`src/rtl/freqwin_pkg.sv`:
```
`timescale 1ns/1ps
// Shared definitions for the clock frequency window checker.
// Field positions are fixed because software decodes them.
package freqwin_pkg;
    localparam int WORD_W     = 32;
    localparam int EN_BIT     = 0;
    localparam int START_BIT  = 1;
    localparam int SEL_LSB    = 2;
    localparam int DONE_BIT   = 6;
    localparam int PASS_BIT   = 7;
    localparam int CNT_LSB    = 16;
    localparam int LO_LSB     = 16;
    localparam int HI_LSB     = 0;
    localparam logic ADDR_CTRL  = 1'b0;
    localparam logic ADDR_LIMIT = 1'b1;

    // Reference-domain sequencer states
    typedef enum logic [2:0] {
        RS_IDLE   = 3'd0,
        RS_SETTLE = 3'd1,
        RS_GATE   = 3'd2,
        RS_DRAIN  = 3'd3,
        RS_HOLD   = 3'd4
    } ref_state_e;
endpackage

```
`src/rtl/freqwin_sync.sv`:
```
`timescale 1ns/1ps
// Two-flop synchroniser, one chain per bit.
// Assumes multi-bit inputs are quasi-static (change well before use),
// so per-bit skew does not matter to the consumer.
module freqwin_sync #(
    parameter int W = 1
) (
    input  logic         clk,
    input  logic         rst_n,
    input  logic [W-1:0] d,
    output logic [W-1:0] q
);
    logic [W-1:0] stage1;

    // Two register stages to settle metastability
    always_ff @(posedge clk) begin
        if (!rst_n) begin
            stage1 <= '0;
            q      <= '0;
        end else begin
            stage1 <= d;
            q      <= stage1;
        end
    end
endmodule

```
`src/rtl/freqwin_ref_ctl.sv`:
```
`timescale 1ns/1ps
// Reference-domain sequencer.
// On a synchronised run request it bumps the epoch tag and waits
// SETTLE_CYC cycles so the tag reaches the measured domain. It then
// opens the gate for exactly GATE_CYC cycles and waits DRAIN_CYC more
// for the measured side to stop counting. Finally it samples the static
// count and publishes it with a toggle. Assumes a measured clock period
// of at most DRAIN_CYC/4 reference periods.
module freqwin_ref_ctl
    import freqwin_pkg::*;
#(
    parameter int GATE_CYC   = 512,
    parameter int SETTLE_CYC = 4,
    parameter int DRAIN_CYC  = 16,
    parameter int CNT_W      = 14,
    parameter int TAG_W      = 4
) (
    input  logic             ref_clk,
    input  logic             ref_rst_n,
    input  logic             en_bus,
    input  logic             start_bus,
    input  logic [CNT_W-1:0] meas_cnt,
    input  logic [TAG_W-1:0] meas_tag,
    output logic             gate,
    output logic [TAG_W-1:0] tag,
    output logic [CNT_W-1:0] result,
    output logic             res_tog
);
    localparam int SPAN  = (GATE_CYC > DRAIN_CYC) ? GATE_CYC : DRAIN_CYC;
    localparam int TMR_W = $clog2(SPAN + SETTLE_CYC) + 1;
    localparam logic [TAG_W-1:0] TAG_MAX = '1;

    ref_state_e       st;
    logic [TMR_W-1:0] tmr;
    logic [1:0]       req_s;
    logic             run_s;
    logic [TAG_W-1:0] tag_next;

    freqwin_sync #(.W(2)) u_req_sync (
        .clk(ref_clk), .rst_n(ref_rst_n), .d({start_bus, en_bus}), .q(req_s)
    );
    assign run_s = req_s[0] & req_s[1];

    // Next epoch, skipping zero so a never-clocked counter cannot match
    assign tag_next = (tag == TAG_MAX) ? TAG_W'(1) : tag + 1'b1;

    // Sequencer: settle, gate, drain, capture, hold until released
    always_ff @(posedge ref_clk) begin
        if (!ref_rst_n) begin
            st      <= RS_IDLE;
            tmr     <= '0;
            gate    <= 1'b0;
            tag     <= '0;
            result  <= '0;
            res_tog <= 1'b0;
        end else begin
            case (st)
                RS_IDLE: begin
                    gate <= 1'b0;
                    if (run_s) begin
                        tag <= tag_next;
                        tmr <= '0;
                        st  <= RS_SETTLE;
                    end
                end
                RS_SETTLE: begin
                    if (!run_s) begin
                        st <= RS_IDLE;
                    end else if (tmr == TMR_W'(SETTLE_CYC - 1)) begin
                        tmr  <= '0;
                        gate <= 1'b1;
                        st   <= RS_GATE;
                    end else begin
                        tmr <= tmr + 1'b1;
                    end
                end
                RS_GATE: begin
                    if (!run_s) begin
                        gate <= 1'b0;
                        st   <= RS_IDLE;
                    end else if (tmr == TMR_W'(GATE_CYC - 1)) begin
                        gate <= 1'b0;
                        tmr  <= '0;
                        st   <= RS_DRAIN;
                    end else begin
                        tmr <= tmr + 1'b1;
                    end
                end
                RS_DRAIN: begin
                    if (!run_s) begin
                        st <= RS_IDLE;
                    end else if (tmr == TMR_W'(DRAIN_CYC - 1)) begin
                        result  <= (meas_tag == tag) ? meas_cnt : '0;
                        res_tog <= ~res_tog;
                        st      <= RS_HOLD;
                    end else begin
                        tmr <= tmr + 1'b1;
                    end
                end
                RS_HOLD: begin
                    if (!run_s) st <= RS_IDLE;
                end
                default: st <= RS_IDLE;
            endcase
        end
    end

    // the gate closes right after its last counted cycle
    assert_gate_closes_R4: assert property (@(posedge ref_clk) disable iff (!ref_rst_n)
        (st == RS_GATE && tmr == TMR_W'(GATE_CYC - 1) && run_s) |=> (!gate && st == RS_DRAIN));

    // a result is published only on leaving the drain phase
    assert_publish_after_drain_R4: assert property (@(posedge ref_clk) disable iff (!ref_rst_n)
        !$stable(res_tog) |-> (st == RS_HOLD && $past(st) == RS_DRAIN));

    // a withdrawn request shuts the gate
    assert_abort_closes_gate_R11: assert property (@(posedge ref_clk) disable iff (!ref_rst_n)
        !run_s |=> !gate);
endmodule

```
`config.mk`:
```
export PLATFORM = sky130hd
export DESIGN_NAME = freqwin_ref_ctl
export DESIGN_NICKNAME = d
export VERILOG_FILES = /design/src/rtl/freqwin_pkg.sv /design/src/rtl/freqwin_sync.sv /design/src/rtl/freqwin_ref_ctl.sv
export SDC_FILE = /design/constraint.sdc
export NUM_CORES = 1
export LEC_CHECK = 0
export BUFFER_PORTS_ARGS = -buffer_cell sky130_fd_sc_hd__buf_2
export CAP_MARGIN = 5
export CORE_MARGIN = 2
export CORE_UTILIZATION = 53
export CTS_BUF_LIST = sky130_fd_sc_hd__clkbuf_8 sky130_fd_sc_hd__clkbuf_16
export DETAILED_ROUTE_END_ITERATION = 8
export GPL_ROUTABILITY_DRIVEN = 0
export GPL_TIMING_DRIVEN = 0
export PLACE_DENSITY = 0.76
export SLEW_MARGIN = 20
export SYNTH_ARGS = -nofsm -noshare
export SYNTH_HDL_FRONTEND = slang
export SYNTH_HIERARCHICAL = 1
export SYNTH_SLANG_ARGS = --single-unit
```
`constraint.sdc`:
```
create_clock -name ref_clk -period 2.37 [get_ports ref_clk]
set_input_delay 0.237 -clock ref_clk [delete_from_list [all_inputs] [get_ports ref_clk]]
set_output_delay 0.237 -clock ref_clk [all_outputs]
set_load 0.01 [all_outputs]
```
=== Word-level counts from Yosys, hierarchy flattened ===
Cells that the tools add are included.

* Bitwise operators: 2
* Reduce and logical (&&, ||, !) cells: 8
* Equality and inequality tests: 19
* Add/subtract/negate cells: 2
* Multiplexer cells: 24

{| class="wikitable"
|+ Operators by type and width
! kind !! count
|-
| 2-to-1 mux 11 bit || 7
|-
| case mux 11 bit (4 select lines) || 1
|-
| 2-to-1 mux 3 bit || 8
|-
| case mux 3 bit (5 select lines) || 1
|-
| 2-to-1 mux 14 bit || 1
|-
| inequality test 2 bit, second input constant || 7
|-
| adder 11 x 1 -> 11 bit, second input constant || 1
|-
| == test 11 x 2 -> 1 bit, second input constant || 1
|-
| == test 11 x 4 -> 1 bit, second input constant || 1
|-
| == test 11 x 9 -> 1 bit, second input constant || 1
|-
| inequality test 3 bit, second input constant || 3
|-
| == test 3 x 2 -> 1 bit, second input constant || 2
|-
| AND reduction 6 bit || 1
|-
| AND reduction 5 bit || 1
|-
| adder 4 x 1 -> 4 bit, second input constant || 1
|-
| == test 4 bit || 1
|-
| == test 4 bit, second input constant || 1
|-
| 2-to-1 mux 1 bit || 4
|-
| 2-to-1 mux 4 bit || 1
|-
| AND reduction 4 bit || 1
|-
| nonzero test 4 bit || 1
|-
| == test 3 x 1 -> 1 bit, second input constant || 1
|-
| == test 3 bit, second input constant || 1
|-
| zero test 3 bit || 1
|-
| other kinds (6) || 6
|}

* Word-level logic and storage cells: 63
* Flip-flop bits (word level): 38
* Output and inout bits: 20
* Input bits: 22

=== Logic depth before layout (Yosys ltp) ===
Gate-level depths: netlist of run 1.

* Depth after elaboration: 4
* Mapped depth: 8
* Mapped depth without buffers: 6

=== By module ===
The synthesis of run 1 kept the hierarchy.

{| class="wikitable"
|+ By module, submodules not included
! module !! times used !! area an instance (um^2) !! seq. area each (um^2) !! cells an instance
|-
| freqwin_ref_ctl || 1 || 1,745.4 || 680.7 || 196
|-
| freqwin_sync || 1 || 105.1 || 80.1 || 8
|}

=== Worst setup path after synthesis of run 1 ===
No wires, ideal clock.

* Path type: register -> register
* Start point: register tmr[0]
* End point: register tmr[7]
* Cell stages (with the launch flop): 8
* Data arrival time: 1.668 ns
* Required time: 2.300 ns
* Path buffers: 1
* Setup slack: 0.632 ns
* Period minus slack after synthesis: 1.738 ns
* Library setup time: 0.070 ns
* Cell sequence: dfxtp_1 ha_1 and3_1 buf_2 nand4_1 a22oi_2 or4_1 a21boi_1

* Cells in the longest elaborated chain, start to end: 4
* Elaborated cells between the ends (all ways): 13
* Those cells by class: 1 x add/sub; 4 x eq/ne; 7 x mux; 1 x reduce/logical

{| class="wikitable"
|+ Ends and longest elaborated chain
! what !! line !! text
|-
| start: declaration || freqwin_ref_ctl.sv:34 || <nowiki>logic [TMR_W-1:0] tmr;</nowiki>
|-
| start signal: assignment || freqwin_ref_ctl.sv:74 || <nowiki>tmr <= tmr + 1'b1;</nowiki>
|-
| start signal: assignment || freqwin_ref_ctl.sv:86 || <nowiki>tmr <= tmr + 1'b1;</nowiki>
|-
| start signal: assignment || freqwin_ref_ctl.sv:97 || <nowiki>tmr <= tmr + 1'b1;</nowiki>
|-
| adder 11 x 1 -> 11 bit, or another cell as far along || freqwin_ref_ctl.sv:74, freqwin_ref_ctl.sv:86, freqwin_ref_ctl.sv:97 ||
|-
| 2-to-1 mux 11 bit, on equally long branches || freqwin_ref_ctl.sv:92, freqwin_ref_ctl.sv:69, freqwin_ref_ctl.sv:81 ||
|-
| 2-to-1 mux 11 bit, on equally long branches || freqwin_ref_ctl.sv:90, freqwin_ref_ctl.sv:67, freqwin_ref_ctl.sv:78 ||
|-
| case mux 11 bit (4 select lines) || freqwin_ref_ctl.sv:57 || <nowiki>case (st)</nowiki>
|}

Several ways; a longest one is shown, not always the timed one. The select of a mux whose other input is x is not followed.
A chain may end at the register's enable or synchronous reset.

=== Worst setup path in the final report of run 1 ===
* Start point: register tmr[0]
* End point: register tmr[9]

The elaborated chain is that of the path after synthesis.

==> flow_summary.yaml, run 1 <==
status:
  status: "completed"
synth:
  yosysUniqueCellTypes: 50
  ys.flop_type: "dfxtp_1"
  yosysWarnings: 6
  syn_area_per_cell_um2: 9.071
  yosysTopAreaCell: "dfxtp_1"
  synth-seq-cells: 38
  synth_edf_count: 0
  syn_nets: 228
  synth_top_area_frac: 0.4111
  yosysMostFrequentCell: "dfxtp_1"
  synthTopCellsByCount: "dfxtp_1, nand3_1, o21ai_0, nor2_1"
  yosys-top-cells-area: "dfxtp_1, nand3_1, xor2_1"
  seq_area_frac_synth: 0.4111
  synth_area_um2: 1851
  synthCells: 204
  async_reset_ff_frac: 0
route:
  firstDrtPassIters: 4
  viasPerCell: 5.579
  vias: 1668
  final_antenna_net_count: 0
  first_iter_violations: 105
  drc: 0
  finalWirelength_mm: 4.002
  wl_per_cell_um: 13.38
sta:
  fmax_mhz: 489.1
  min_period_over_period: 0.8627
  finalSetupViolations: 0
  tns_ns: 0
  worst_slew_pin_slew_ns: 0.7919
  hold_viol: 0
  min_period_ns: 2.045
  skew_ns: 0.006498
  slew_violations: 0
  fin_hold_ws_ns: 0.1515
  slew_headroom: 0.4672
  rsz0062_at_grt: "false"
cts:
  cts_tree: "yes"
  post_cts_resized: 0
  cts_buffer_depth: 2
  clk_pin_slew_ns: 0.07
  cts_hold_buf: 0
  cts_buffers: 5
  clk_latency_ns: 0.29
  h-tree-depth: 2
  cts_setup_buffers: 0
  cts-root-buf: "clkbuf_8"
  clock_sinks: 38
critical_path:
  path_class: "reg2reg"
  cp.required_ns: 2.56
  critPathArrivalTime_ns: 2.23
  cp_max_fo: 10
  start_kind: "flip-flop"
  worstSetupEndpointType: "flip-flop"
floorplanning:
  die-height_um: 63.09
  core_um2: 3337
  num_rows: 21
  die_w_um: 63.09
  start_util: 0.5546
  ios: 42
  dieArea_um2: 3980
worst_hold_path:
  hp-class: "in2reg"
layout:
  diodes: 0
  drive_gt1_frac: 0.2648
  stdcell_area_um2: 2223
  fin_nets: 276
  fillerInstances: 296
  synthToLayoutAreaGrowth_pct: 20.15
global_routing:
  grt.overflow.total: 0
  grt_start_max_net_pins: 12
  grt_pass1_vias: 1592
  antenna_found_initial: 0
  grt_pass1_wl_mm: 7.162
  gr-usage-all-layers: 0.2256
placed_design:
  portBuffers: 41
  dp_hpwl_mm: 2.880
  place_area_um2: 2113
pwr:
  cellLeakagePower_nw: 0.9207
  p_per_area_nw_per_um2: 542.4
  peakVddDrop_v: 0.0003297
flow_run:
  cap_violations: 0
[logic make-up after synthesis]
kind of cell / count (synthesis) / synth area share
compound gates: 53 / 0.1954
xor+xnor: 13 / 0.06153
fa+ha+maj: 2 / 0.01352
buf+inv: 12 / 0.03583
flops: 38 / 0.4111
mux: 1 / 0.005409
simple gates: 85 / 0.2772
[through the flow]
stage | power, mW | instances | worst slack (ns) | utilization
5_1_grt | 1.249 | 299 | 0.1614 | 0.6663
2_1_floorplan | 0.6811 | 204 | 0.6315 | -
3_5_place_dp | 0.7064 | 291 | 0.3280 | 0.6333
4_1_cts | 1.216 | 299 | 0.3229 | 0.6663
3_3_place_gp | 0.7065 | 291 | 0.3444 | 0.6333
6_report | 1.206 | 299 | 0.3254 | 0.6663
[path summary, 6_finish.rpt]
kind,startpoint,end,slack [ns],cells past startpoint
max reg2reg,tmr[0],tmr[9],0.33,8
min reg2reg,u_req_sync/stage1[0],u_req_sync/q[0],0.43,1
max,tmr[0],tmr[9],0.33,8
min,en_bus,u_req_sync/stage1[0],0.15,2
[routing by layer]
| metal | GRT usage | vias up | part of all wire |
|---|---|---|---|
| met5 | 0 | - | 0 |
| met3 | 0.06250 | 5 | 0.043 |
| met2 | 0.3351 | 37 | 0.44 |
| met4 | 0.07500 | 0 | 0.015 |
| li1 | - | 845 | - |
| met1 | 0.3153 | 781 | 0.50 |
[worst max-delay path, stage by stage (launching register included)]
cell and delay [ns]:
dfxtp_1 0.34, ha_1 0.25, and3_1 0.19, buf_2 0.16
nand4_2 0.14, clkbuf_1 0.38, nand2_1 0.13, o2bb2ai_1 0.15
o21a_1 0.20
[layout make-up]
type	instances	area (um^2)	area share
well taps	46	57.56	0.02589
multi-input cells	154	1023	0.4603
plain buffers	12	66.31	0.02983
repair buffers	41	205.2	0.09229
flip-flops and latches	38	760.7	0.3422
clock buffers	8	110.1	0.04952
[flip-flops by register name, summed over array words and instances, names as in the netlist]
name,cells
tag,4
result,14
u_req_sync/stage1,2
u_req_sync/q,2
gate,1
st,3
res_tog,1
tmr,11
[where the power goes]
group | internal, mW | leakage (nW) | switching, mW
combinational | 0.0244 | 0.556 | 0.0225
sequential | 0.642 | 0.307 | 0.00254
clock | 0.294 | 0.0575 | 0.221
total | 0.960 | 0.921 | 0.246
[placed cells by master (no fill, tap or decap), types with 7 or more instances in the layout]
| master | count |
|---|---|
| dfxtp_1 | 38 |
| o21ai_0 | 17 |
| xor2_1 | 11 |
| nand4_1 | 7 |
| buf_2 | 42 |
| a21boi_1 | 11 |
| nor2_1 | 12 |
| nand3_1 | 24 |
| nand2_1 | 11 |
| clkbuf_8 | 8 |
(Power assumes the default switching activity.)
==> run 2: changes to the inputs <==
- CORE_ASPECT_RATIO: not set -> 1.25
==> run 2 against run 1 <==
Compared with the run above:
- setup slack got worse by 0.048 ns
- sequential power about the same
- core utilization decreased by 2.5 points
- fmax decreased by 2.3%
- sequential share of layout area increased by 0.43 points
- clock skew decreased by 0.0022 ns
- combinational power increased by 0.9%
- worst hold slack got worse by 0.0019 ns
- non-clock buffer count unchanged
- clock-buffer cell count decreased by 2
- critical path depth unchanged
==> flow_summary.yaml, run 2 (synthesized netlist as in run 1, its figures left out) <==
layout:
  diodes: 0
  largest_reg_flops: 14
  fillerInstances: 318
  layout_common_cells: "buf_2, dfxtp_1, nand3_1"
  drive_gt1_frac: 0.2609
  ff_latch_area_um2: 760.7
  multi_input_area_um2: 1023
  stdcell_area_um2: 2196
  fin_cells: 292
  fin_util: 0.6414
  final_common_cell: "buf_2"
  synthToLayoutAreaGrowth_pct: 18.66
  reg.largest.list: "result: 14 flops, tmr: 11 flops, tag: 4 flops"
  fin_nets: 276
  max_flop_register: "result"
route:
  final_antenna_net_count: 0
  wl_per_cell_um: 14.32
  firstDrtPassIters: 4
  first_iter_violations: 80
  vias: 1682
  finalWirelength_mm: 4.182
  viasPerCell: 5.760
  drc: 0
global_routing:
  grt_pass1_vias: 1602
  grt_start_max_net_pins: 12
  grt_pass1_wl_mm: 7.383
  grt.overflow.total: 0
  antenna_found_initial: 0
  gr-usage-all-layers: 0.2329
cts:
  cts-root-buf: "clkbuf_8"
  cts_tree: "yes"
  clock_sinks: 38
  clk_pin_slew_ns: 0.07
  cts_buffers: 5
  cts_setup_buffers: 0
  h-tree-depth: 2
  clk_latency_ns: 0.29
  cts_hold_buf: 0
  cts_buffer_depth: 2
  post_cts_resized: 0
critical_path:
  path_cells: "ha_1 -> and3_1 -> buf_2 -> nand4_2 -> clkbuf_1 -> nand2_1 -> o2bb2ai_1 -> o21a_1"
  r2r_cells: 8
  critPathArrivalTime_ns: 2.28
  start_kind: "flip-flop"
  path_class: "reg2reg"
  cp_max_fo: 10
  timing.reg2reg.setup_slack_ns: 0.28
  reg2reg_to: "tmr[9]"
  cp.required_ns: 2.56
  worstSetupEndpointType: "flip-flop"
  cpPeakStageDelay_ns: 0.38
  rr_startpoint: "tmr[0]"
  cp_slowest_cell: "clkbuf_1"
pwr:
  peakVddDrop_v: 0.0004484
  totalPowerFinal_mw: 1.146
  p_per_area_nw_per_um2: 522.0
  cellLeakagePower_nw: 0.9155
placed_design:
  place_area_um2: 2105
  portBuffers: 41
  placedCellCount: 284
  preCtsSetupSlack_ns: 0.3386
  dp_hpwl_mm: 2.962
floorplanning:
  num_rows: 24
  start_util: 0.5406
  die-height_um: 70.07
  die_w_um: 56.85
  core_um2: 3423
  ios: 42
  dieArea_um2: 3983
sta:
  fmax_mhz: 477.9
  layout_setup_ws_ns: 0.2773
  slew_headroom: 0.4364
  hold_viol: 0
  fin_hold_ws_ns: 0.1496
  min_period_over_period: 0.8830
  skew_ns: 0.004342
  tns_ns: 0
  finalSetupViolations: 0
  slew_violations: 0
  rsz0062_at_grt: "false"
  worst_slew_pin_slew_ns: 0.8377
  min_period_ns: 2.093
worst_hold_path:
  hold_start: "start_bus"
  holdPathEnd: "u_req_sync/stage1[1]"
  hp-class: "in2reg"
  holdPathStages: 2
flow_run:
  cap_violations: 0
status:
  status: "completed"
## run 2: cell count changes in the layout (fill, tap and decap cells not counted), sizes merged
| cell | change |
|---|---|
| clkbuf | -2 |
| clkinv | +1 |
| inv | +1 |
## run 2: layout make-up
cell class | instances | share of cell area
buffer | 12 | 0.03020
sequential | 38 | 0.3464
multi-input combinational | 154 | 0.4661
timing repair buffer | 41 | 0.09345
tap | 39 | 0.02222
clock inverter | 2 | 0.003989
clock buffer | 6 | 0.03761
## run 2: how the worst max path moves through the flow
| stage | start | endpoint | slack, ns | cells after the start |
|---|---|---|---|---|
| after global placement | tmr[0] | tmr[9] | 0.34 | 8 |
| after floorplan | tmr[0] | tmr[7] | 0.63 | 7 |
| final | tmr[0] | tmr[9] | 0.28 | 8 |
| after detailed placement | tmr[0] | tmr[9] | 0.34 | 8 |
| after CTS | tmr[0] | tmr[9] | 0.32 | 8 |
| after global routing | tmr[0] | tmr[9] | 0.16 | 8 |
## run 2: metal layers
layer / vias to the layer above / part of all wire / global-route usage
li1: 843 / - / -
met1: 789 / 0.46 / 0.3052
met2: 43 / 0.47 / 0.3618
met3: 7 / 0.043 / 0.05556
met4: 0 / 0.019 / 0.1059
met5: - / 0 / 0
## run 2: worst max-delay path: cells and delay by family (launching register included)
kind | cells | cell delay, ns
buffers and inverters | 2 | 0.53
AOI/OAI and AO/OA | 2 | 0.35
and+or+nand+nor | 3 | 0.50
DFF | 1 | 0.34
adders and majority gates | 1 | 0.26
## run 2: power by group
part	total [mW]	internal [mW]	switching [mW]
clock	0.454	0.230	0.224
sequential	0.644	0.642	0.00267
combinational	0.0473	0.0245	0.0229
